$ cat src/rtl/standby_pkg.sv
package standby_pkg;
  typedef enum logic [1:0] {
    PS_RUN  = 2'd0,
    PS_STBY = 2'd1,
    PS_EXIT = 2'd2
  } pwrState_t;

  typedef struct packed {
    logic setFlag;
    logic loadCnt;
    logic runCnt;
  } ctlStrobe_t;
endpackage

$ cat src/rtl/standby_ctl.sv
module standby_ctl
  import standby_pkg::*;
#(
  parameter int RTC_W = 5
) (
  input  logic             clk,
  input  logic             porN,
  input  logic             wfiStrobe,
  input  logic             wfeStrobe,
  input  logic             isrReturnStrobe,
  input  logic             deepSleepEn,
  input  logic             sleepOnExitEn,
  input  logic             pwrDownSel,
  input  logic             irqPending,
  input  logic             evtPending,
  input  logic             wakeFlag,
  input  logic [RTC_W-1:0] rtcFlags,
  input  logic [RTC_W-1:0] rtcSrcMask,
  input  logic             pinRise,
  input  logic             extResetN,
  input  logic             wdgReset,
  input  logic             cntDone,
  output ctlStrobe_t       strobe,
  output pwrState_t        state
);
  pwrState_t nextState;
  logic rtcArmed, gateOk, reqOk, wakeAny;

  always_comb begin
    rtcArmed = |(rtcFlags & rtcSrcMask);
    gateOk   = deepSleepEn & pwrDownSel & ~wakeFlag & ~rtcArmed;
    reqOk    = gateOk & ((wfiStrobe & ~irqPending) |
                         (wfeStrobe & ~evtPending) |
                         (isrReturnStrobe & sleepOnExitEn & ~irqPending));
    wakeAny  = pinRise | rtcArmed | ~extResetN | wdgReset;
  end

  always_comb begin
    nextState      = state;
    strobe         = '0;
    unique case (state)
      PS_RUN:  if (reqOk) nextState = PS_STBY;
      PS_STBY: if (wakeAny) begin
                 nextState      = PS_EXIT;
                 strobe.setFlag = 1'b1;
                 strobe.loadCnt = 1'b1;
               end
      PS_EXIT: begin
                 strobe.runCnt = 1'b1;
                 if (cntDone) nextState = PS_RUN;
               end
      default: nextState = PS_RUN;
    endcase
  end

  always_ff @(posedge clk or negedge porN) begin
    if (!porN) state <= PS_RUN;
    else       state <= nextState;
  end

  // no entry without deep-sleep and power-down select
  p_entry_gated_r4: assert property (@(posedge clk) disable iff (!porN)
    (state == PS_RUN && !(deepSleepEn && pwrDownSel)) |=> state == PS_RUN);

  // wakeup flag blocks entry
  p_wakeflag_blocks_r5: assert property (@(posedge clk) disable iff (!porN)
    (state == PS_RUN && wakeFlag) |=> state == PS_RUN);

  // standby is held until some wake source appears
  p_stby_holds_r8: assert property (@(posedge clk) disable iff (!porN)
    (state == PS_STBY && !pinRise && extResetN && !wdgReset &&
     (rtcFlags & rtcSrcMask) == '0) |=> state == PS_STBY);

  // exit reset is not cut short before the counter finishes
  p_exit_until_done_r9: assert property (@(posedge clk) disable iff (!porN)
    (state == PS_EXIT && !cntDone) |=> state == PS_EXIT);
endmodule

$ cat src/rtl/standby_dp.sv
module standby_dp
  import standby_pkg::*;
#(
  parameter int SYNC_STAGES = 2,
  parameter int RST_CYCLES  = 16
) (
  input  logic       clk,
  input  logic       porN,
  input  logic       wakePin,
  input  logic       statusClr,
  input  ctlStrobe_t strobe,
  output logic       pinRise,
  output logic       cntDone,
  output logic       standbyFlag
);
  localparam int CNT_W = (RST_CYCLES > 1) ? $clog2(RST_CYCLES) : 1;
  localparam logic [CNT_W-1:0] CNT_LAST = CNT_W'(RST_CYCLES - 1);

  logic [SYNC_STAGES-1:0] syncQ;
  logic                   pinPrev;
  logic [CNT_W-1:0]       cnt;

  for (genvar g = 0; g < SYNC_STAGES; g++) begin : g_sync
    if (g == 0) begin : g_first
      always_ff @(posedge clk or negedge porN)
        if (!porN) syncQ[0] <= 1'b0;
        else       syncQ[0] <= wakePin;
    end else begin : g_next
      always_ff @(posedge clk or negedge porN)
        if (!porN) syncQ[g] <= 1'b0;
        else       syncQ[g] <= syncQ[g-1];
    end
  end

  always_ff @(posedge clk or negedge porN) begin
    if (!porN) pinPrev <= 1'b0;
    else       pinPrev <= syncQ[SYNC_STAGES-1];
  end

  assign pinRise = syncQ[SYNC_STAGES-1] & ~pinPrev;
  assign cntDone = (cnt == CNT_LAST);

  always_ff @(posedge clk or negedge porN) begin
    if (!porN)                        cnt <= '0;
    else if (strobe.loadCnt)          cnt <= '0;
    else if (strobe.runCnt && !cntDone) cnt <= cnt + 1'b1;
  end

  always_ff @(posedge clk or negedge porN) begin
    if (!porN)               standbyFlag <= 1'b0;
    else if (strobe.setFlag) standbyFlag <= 1'b1;
    else if (statusClr)      standbyFlag <= 1'b0;
  end

  // exit always leaves the flag set
  p_flag_set_r10: assert property (@(posedge clk) disable iff (!porN)
    strobe.setFlag |=> standbyFlag);

  // flag only changes through set or clear
  p_flag_hold_r10: assert property (@(posedge clk) disable iff (!porN)
    (!strobe.setFlag && !statusClr) |=> $stable(standbyFlag));
endmodule

$ cat src/rtl/standby_ctrl.sv
module standby_ctrl
  import standby_pkg::*;
#(
  parameter int RTC_W       = 5,
  parameter int SYNC_STAGES = 2,
  parameter int RST_CYCLES  = 16
) (
  input  logic             clk,
  input  logic             porN,
  input  logic             wfiStrobe,
  input  logic             wfeStrobe,
  input  logic             isrReturnStrobe,
  input  logic             deepSleepEn,
  input  logic             sleepOnExitEn,
  input  logic             pwrDownSel,
  input  logic             irqPending,
  input  logic             evtPending,
  input  logic             wakeFlag,
  input  logic [RTC_W-1:0] rtcFlags,
  input  logic [RTC_W-1:0] rtcSrcMask,
  input  logic             wakePin,
  input  logic             extResetN,
  input  logic             wdgReset,
  input  logic             statusClr,
  output logic             standbyActive,
  output logic             domainResetPulse,
  output logic             standbyFlag
);
  ctlStrobe_t strobe;
  pwrState_t  state;
  logic       pinRise, cntDone;

  standby_ctl #(.RTC_W(RTC_W)) u_ctl (
    .clk(clk), .porN(porN),
    .wfiStrobe(wfiStrobe), .wfeStrobe(wfeStrobe),
    .isrReturnStrobe(isrReturnStrobe),
    .deepSleepEn(deepSleepEn), .sleepOnExitEn(sleepOnExitEn),
    .pwrDownSel(pwrDownSel), .irqPending(irqPending),
    .evtPending(evtPending), .wakeFlag(wakeFlag),
    .rtcFlags(rtcFlags), .rtcSrcMask(rtcSrcMask),
    .pinRise(pinRise), .extResetN(extResetN), .wdgReset(wdgReset),
    .cntDone(cntDone), .strobe(strobe), .state(state)
  );

  standby_dp #(.SYNC_STAGES(SYNC_STAGES), .RST_CYCLES(RST_CYCLES)) u_dp (
    .clk(clk), .porN(porN), .wakePin(wakePin), .statusClr(statusClr),
    .strobe(strobe), .pinRise(pinRise), .cntDone(cntDone),
    .standbyFlag(standbyFlag)
  );

  assign standbyActive    = (state != PS_RUN);
  assign domainResetPulse = (state == PS_EXIT);

  // entry shows as standbyActive without a reset pulse
  p_entry_clean_r2: assert property (@(posedge clk) disable iff (!porN)
    $rose(standbyActive) |-> !domainResetPulse);

  // pulse end and standby end coincide
  p_pulse_end_r9: assert property (@(posedge clk) disable iff (!porN)
    $fell(domainResetPulse) |-> !standbyActive);
endmodule

$ cat config.mk
export PLATFORM = sky130hd
export DESIGN_NAME = standby_ctrl
export DESIGN_NICKNAME = d
export VERILOG_FILES = /design/src/rtl/standby_pkg.sv /design/src/rtl/standby_ctl.sv /design/src/rtl/standby_dp.sv /design/src/rtl/standby_ctrl.sv
export SDC_FILE = /design/constraint.sdc
export NUM_CORES = 1
export LEC_CHECK = 0
export BUFFER_PORTS_ARGS = -buffer_cell sky130_fd_sc_hd__buf_2
export CAP_MARGIN = 20
export CORE_MARGIN = 8
export CORE_UTILIZATION = 37
export CTS_CLUSTER_SIZE = 24
export DETAILED_ROUTE_END_ITERATION = 10
export PLACE_DENSITY = 0.71
export SETUP_SLACK_MARGIN = 0.02
export SYNTH_ARGS = -nofsm -noshare
export SYNTH_HDL_FRONTEND = slang
export SYNTH_HIERARCHICAL = 1
export SYNTH_SLANG_ARGS = --single-unit
$ cat constraint.sdc
create_clock -name clk -period 1.4 [get_ports clk]
set_clock_uncertainty 0.1 [all_clocks]
set_input_delay 0.21 -clock clk [delete_from_list [all_inputs] [get_ports clk]]
set_output_delay 0.21 -clock clk [all_outputs]
set_load 0.005 [all_outputs]
==> impl_metrics.env <==
export IMPL_slew_viol_final=0
export IMPL_drt_iter0_markers=10
export IMPL_cts_tree="done"
export IMPL_synth_top_family_by_area="simple AND/OR/NAND/NOR gates"
export IMPL_final_area_sq_um=815
export IMPL_synth_nets=75
export IMPL_yosys_register_bits=10
export IMPL_coreArea_sq_um=1320
export IMPL_max_slew_margin_pct=73.7
export IMPL_status="complete, but fails checks"
export IMPL_io_pins=28
export IMPL_num_antenna_cells=0
export IMPL_vias=489
export IMPL_start_kind="register"
export IMPL_cap_viol_max_count=0
export IMPL_grtUsageTotal_pct=9.35
export IMPL_synthXorXnorAreaFrac_pct=0
export IMPL_violations="negative setup slack"
export IMPL_gp_congestion=0.838
export IMPL_static_leakage_power_nw=0.430
export IMPL_grt_pass1_vias=483
export IMPL_io_buffers=27
export IMPL_clock_fmax_mhz=704
export IMPL_drive_gt1_share_pct=56.8
export IMPL_min_period_over_period_pct=101
export IMPL_synth_cell_type_count=28
export IMPL_final_nets=116
export IMPL_clk_latency_ps=260
export IMPL_critPathArrivalTime_ps=1500
export IMPL_final_antenna_net_count=0
export IMPL_synthAdderAreaFrac_pct=2.40
export IMPL_grt_overflow=0
export IMPL_cts_made_buffers=3
export IMPL_clock_sinks=10
export IMPL_crit_type="reg2reg"
export IMPL_placed_cell_area_sq_um=728
export IMPL_die_width_microns=53.6
export IMPL_required_ps=1480
export IMPL_synth_edf_count=0
export IMPL_fin_crit_ps=1420
export IMPL_clk_pin_slew_ps=60
export IMPL_hold_class="in2reg"
export IMPL_grt_max_degree=11
export IMPL_dp_hpwl_microns=971
export IMPL_total_power_w=0.00114
export IMPL_viasPerCell=4.75
export IMPL_drc=0
export IMPL_wirelength_mm=1.22
export IMPL_yosys_area_share_simple_pct=28.5
export IMPL_routedWlPerCell_microns=11.9
export IMPL_rsz0062_at_grt="true"
export IMPL_synth_compound_area_share_pct=12.7
export IMPL_worstMarginPinSlew_ps=395
export IMPL_netlist_area_leader_share_pct=48.0
export IMPL_finalHoldViolCount=0
export IMPL_irDropWorstVdd_v=0.000888
export IMPL_finish_utilization_pct=61.8
export IMPL_setup_viol=3
export IMPL_worst_hold_slack_ps=117
export IMPL_crit_fanout=8
export IMPL_fp_row_count=13
export IMPL_start_util_pct=39.6
export IMPL_synth_top_area_cell="dfrtp_1"
export IMPL_cts_root_buffer="clkbuf_4"
export IMPL_grt_pass1_wl_mm=1.97
export IMPL_dr_pass1_iters=6
export IMPL_synth_ff_type="dfrtp_1"
export IMPL_end_kind="register"
export IMPL_finalWorstSetupSlack_ps=-20.4
export IMPL_pwr_density_cell_nw_per_um2=1400
export IMPL_synthArstFlopShare_pct=100
export IMPL_muxShareOfSynthArea_pct=4.80
export IMPL_die_h_microns=53.6
export IMPL_die_area_sq_um=2870
export IMPL_area_delta_synth_final_pct=56.1
export IMPL_yosys_warnings=6
export IMPL_grt_antenna_before_repair=0
export IMPL_syn_inst=49
export IMPL_htreeDepth=1
export IMPL_syn_area_sq_um=522
export IMPL_synth_area_per_cell_sq_um=10.6
export IMPL_clk_path_buf_depth=2
export IMPL_dpl_cell_count=97
export IMPL_stdcell_count=103
export IMPL_yosysSeqAreaShare_pct=48.0
export IMPL_synthTopCellsByArea="dfrtp_1, nor2b_1, a21oi_1"
what timing repair did:
item                                    in CTS  in global routing
hold buffers                                 2                  0
pin swaps                                    1                  2
endpoints found under the hold margin       11                  0
endpoints found under the setup margin       3                  4
gates resized for setup                      2                  6
buffers inserted                             1                  0
worst max-delay path, cell delays in order, from the launching register on:
cell and delay [ps]:
dfrtp_1 380, nor2b_4 130, nor3b_2 200, nand3_1 100, and2_4 190, nand2b_4 130, mux2i_1 110
flip-flops by register name, summed over array words and instances, names as in the netlist:
signal / flops
u_dp/pinPrev: 1
u_dp/standbyFlag: 1
u_ctl/state: 2
u_dp/syncQ: 2
u_dp/cnt: 4
per-stage QoR:
stage | setup WS, ps | setup TNS, ps
finish | -20.4 | -40.1
floorplan | 21.6 | 0
detailed placement | -59.6 | -107
global placement | -5.59 | -5.59
CTS | -12.5 | -12.5
global route | -124 | -338
path summary, 6_finish.rpt:
check / depth (start not counted) / from / end / slack [ps]
setup / recovery: 6 / u_dp/syncQ[1] / u_dp/cnt[1] / -20
max in group asynchronous: 2 / porN / u_dp/cnt[2] / 780
min in group asynchronous: 2 / porN / u_ctl/state[1] / 230
setup reg to reg: 6 / u_dp/syncQ[1] / u_dp/cnt[1] / -20
hold / removal: 3 / statusClr / u_dp/standbyFlag / 120
hold reg to reg: 0 / u_dp/syncQ[0] / u_dp/syncQ[1] / 260
cells in the final DEF, fill, tap and decap left out:
| cell | count |
|---|---|
| nand4_1 | 1 |
| o21ai_0 | 1 |
| nand2b_4 | 2 |
| and4b_2 | 1 |
| buf_4 | 5 |
| nor2b_2 | 2 |
| a22oi_1 | 2 |
| a21oi_1 | 3 |
| dlygate4sd3_1 | 2 |
| nand3_1 | 1 |
| and2_4 | 1 |
| buf_2 | 27 |
| inv_1 | 3 |
| nand2_1 | 2 |
| ha_2 | 1 |
| o22ai_1 | 1 |
| or2_1 | 1 |
| clkbuf_4 | 3 |
| mux2i_1 | 1 |
| a21o_1 | 2 |
| nor4_1 | 1 |
| dfrtp_1 | 10 |
| nor2b_4 | 2 |
| mux2_4 | 1 |
| nor3_1 | 1 |
| nor3b_2 | 1 |
| or2_0 | 1 |
| and3_4 | 1 |
| buf_6 | 3 |
| nor2_1 | 2 |
| a222oi_1 | 1 |
| nor2b_1 | 2 |
where the power goes:
part           leakage [nW]  internal (W)  switching (W)
clock                0.0138     0.0000988      0.0000882
sequential            0.123      0.000365      0.0000513
combinational         0.293      0.000339       0.000199
total                 0.430      0.000803       0.000338
cells in the mapped netlist (2+ instances only):
master	number
a21o_1	2
nand2_1	2
nor2_1	2
inv_1	3
a22oi_1	2
nor2b_1	4
a21oi_1	3
dfrtp_1	10
nand2b_1	2
layer usage:
metal	vias up	global-route usage, %	part of all wire (%)
li1	251	-	-
met1	230	10.5	40
met2	6	15.2	56
met3	2	1.65	3.0
met4	0	7.56	1.1
met5	-	0	0
kinds of logic after synthesis:
group	Yosys count
buffers and inverters	4
multiplexers	2
AND/OR/NAND/NOR	22
flip-flops	10
adder cells (fa/ha/maj)	1
AO/OA/AOI/OAI	10
final cells by class:
| type | count | area [sq um] |
|---|---|---|
| multi-input cells | 35 | 285 |
| clock buffers | 3 | 22.5 |
| inverters | 3 | 11.3 |
| well taps | 15 | 18.8 |
| flip-flops and latches | 10 | 250 |
| repair buffers | 37 | 226 |
| fillers | 109 | 503 |
Power figures use the tool's default switching activity.
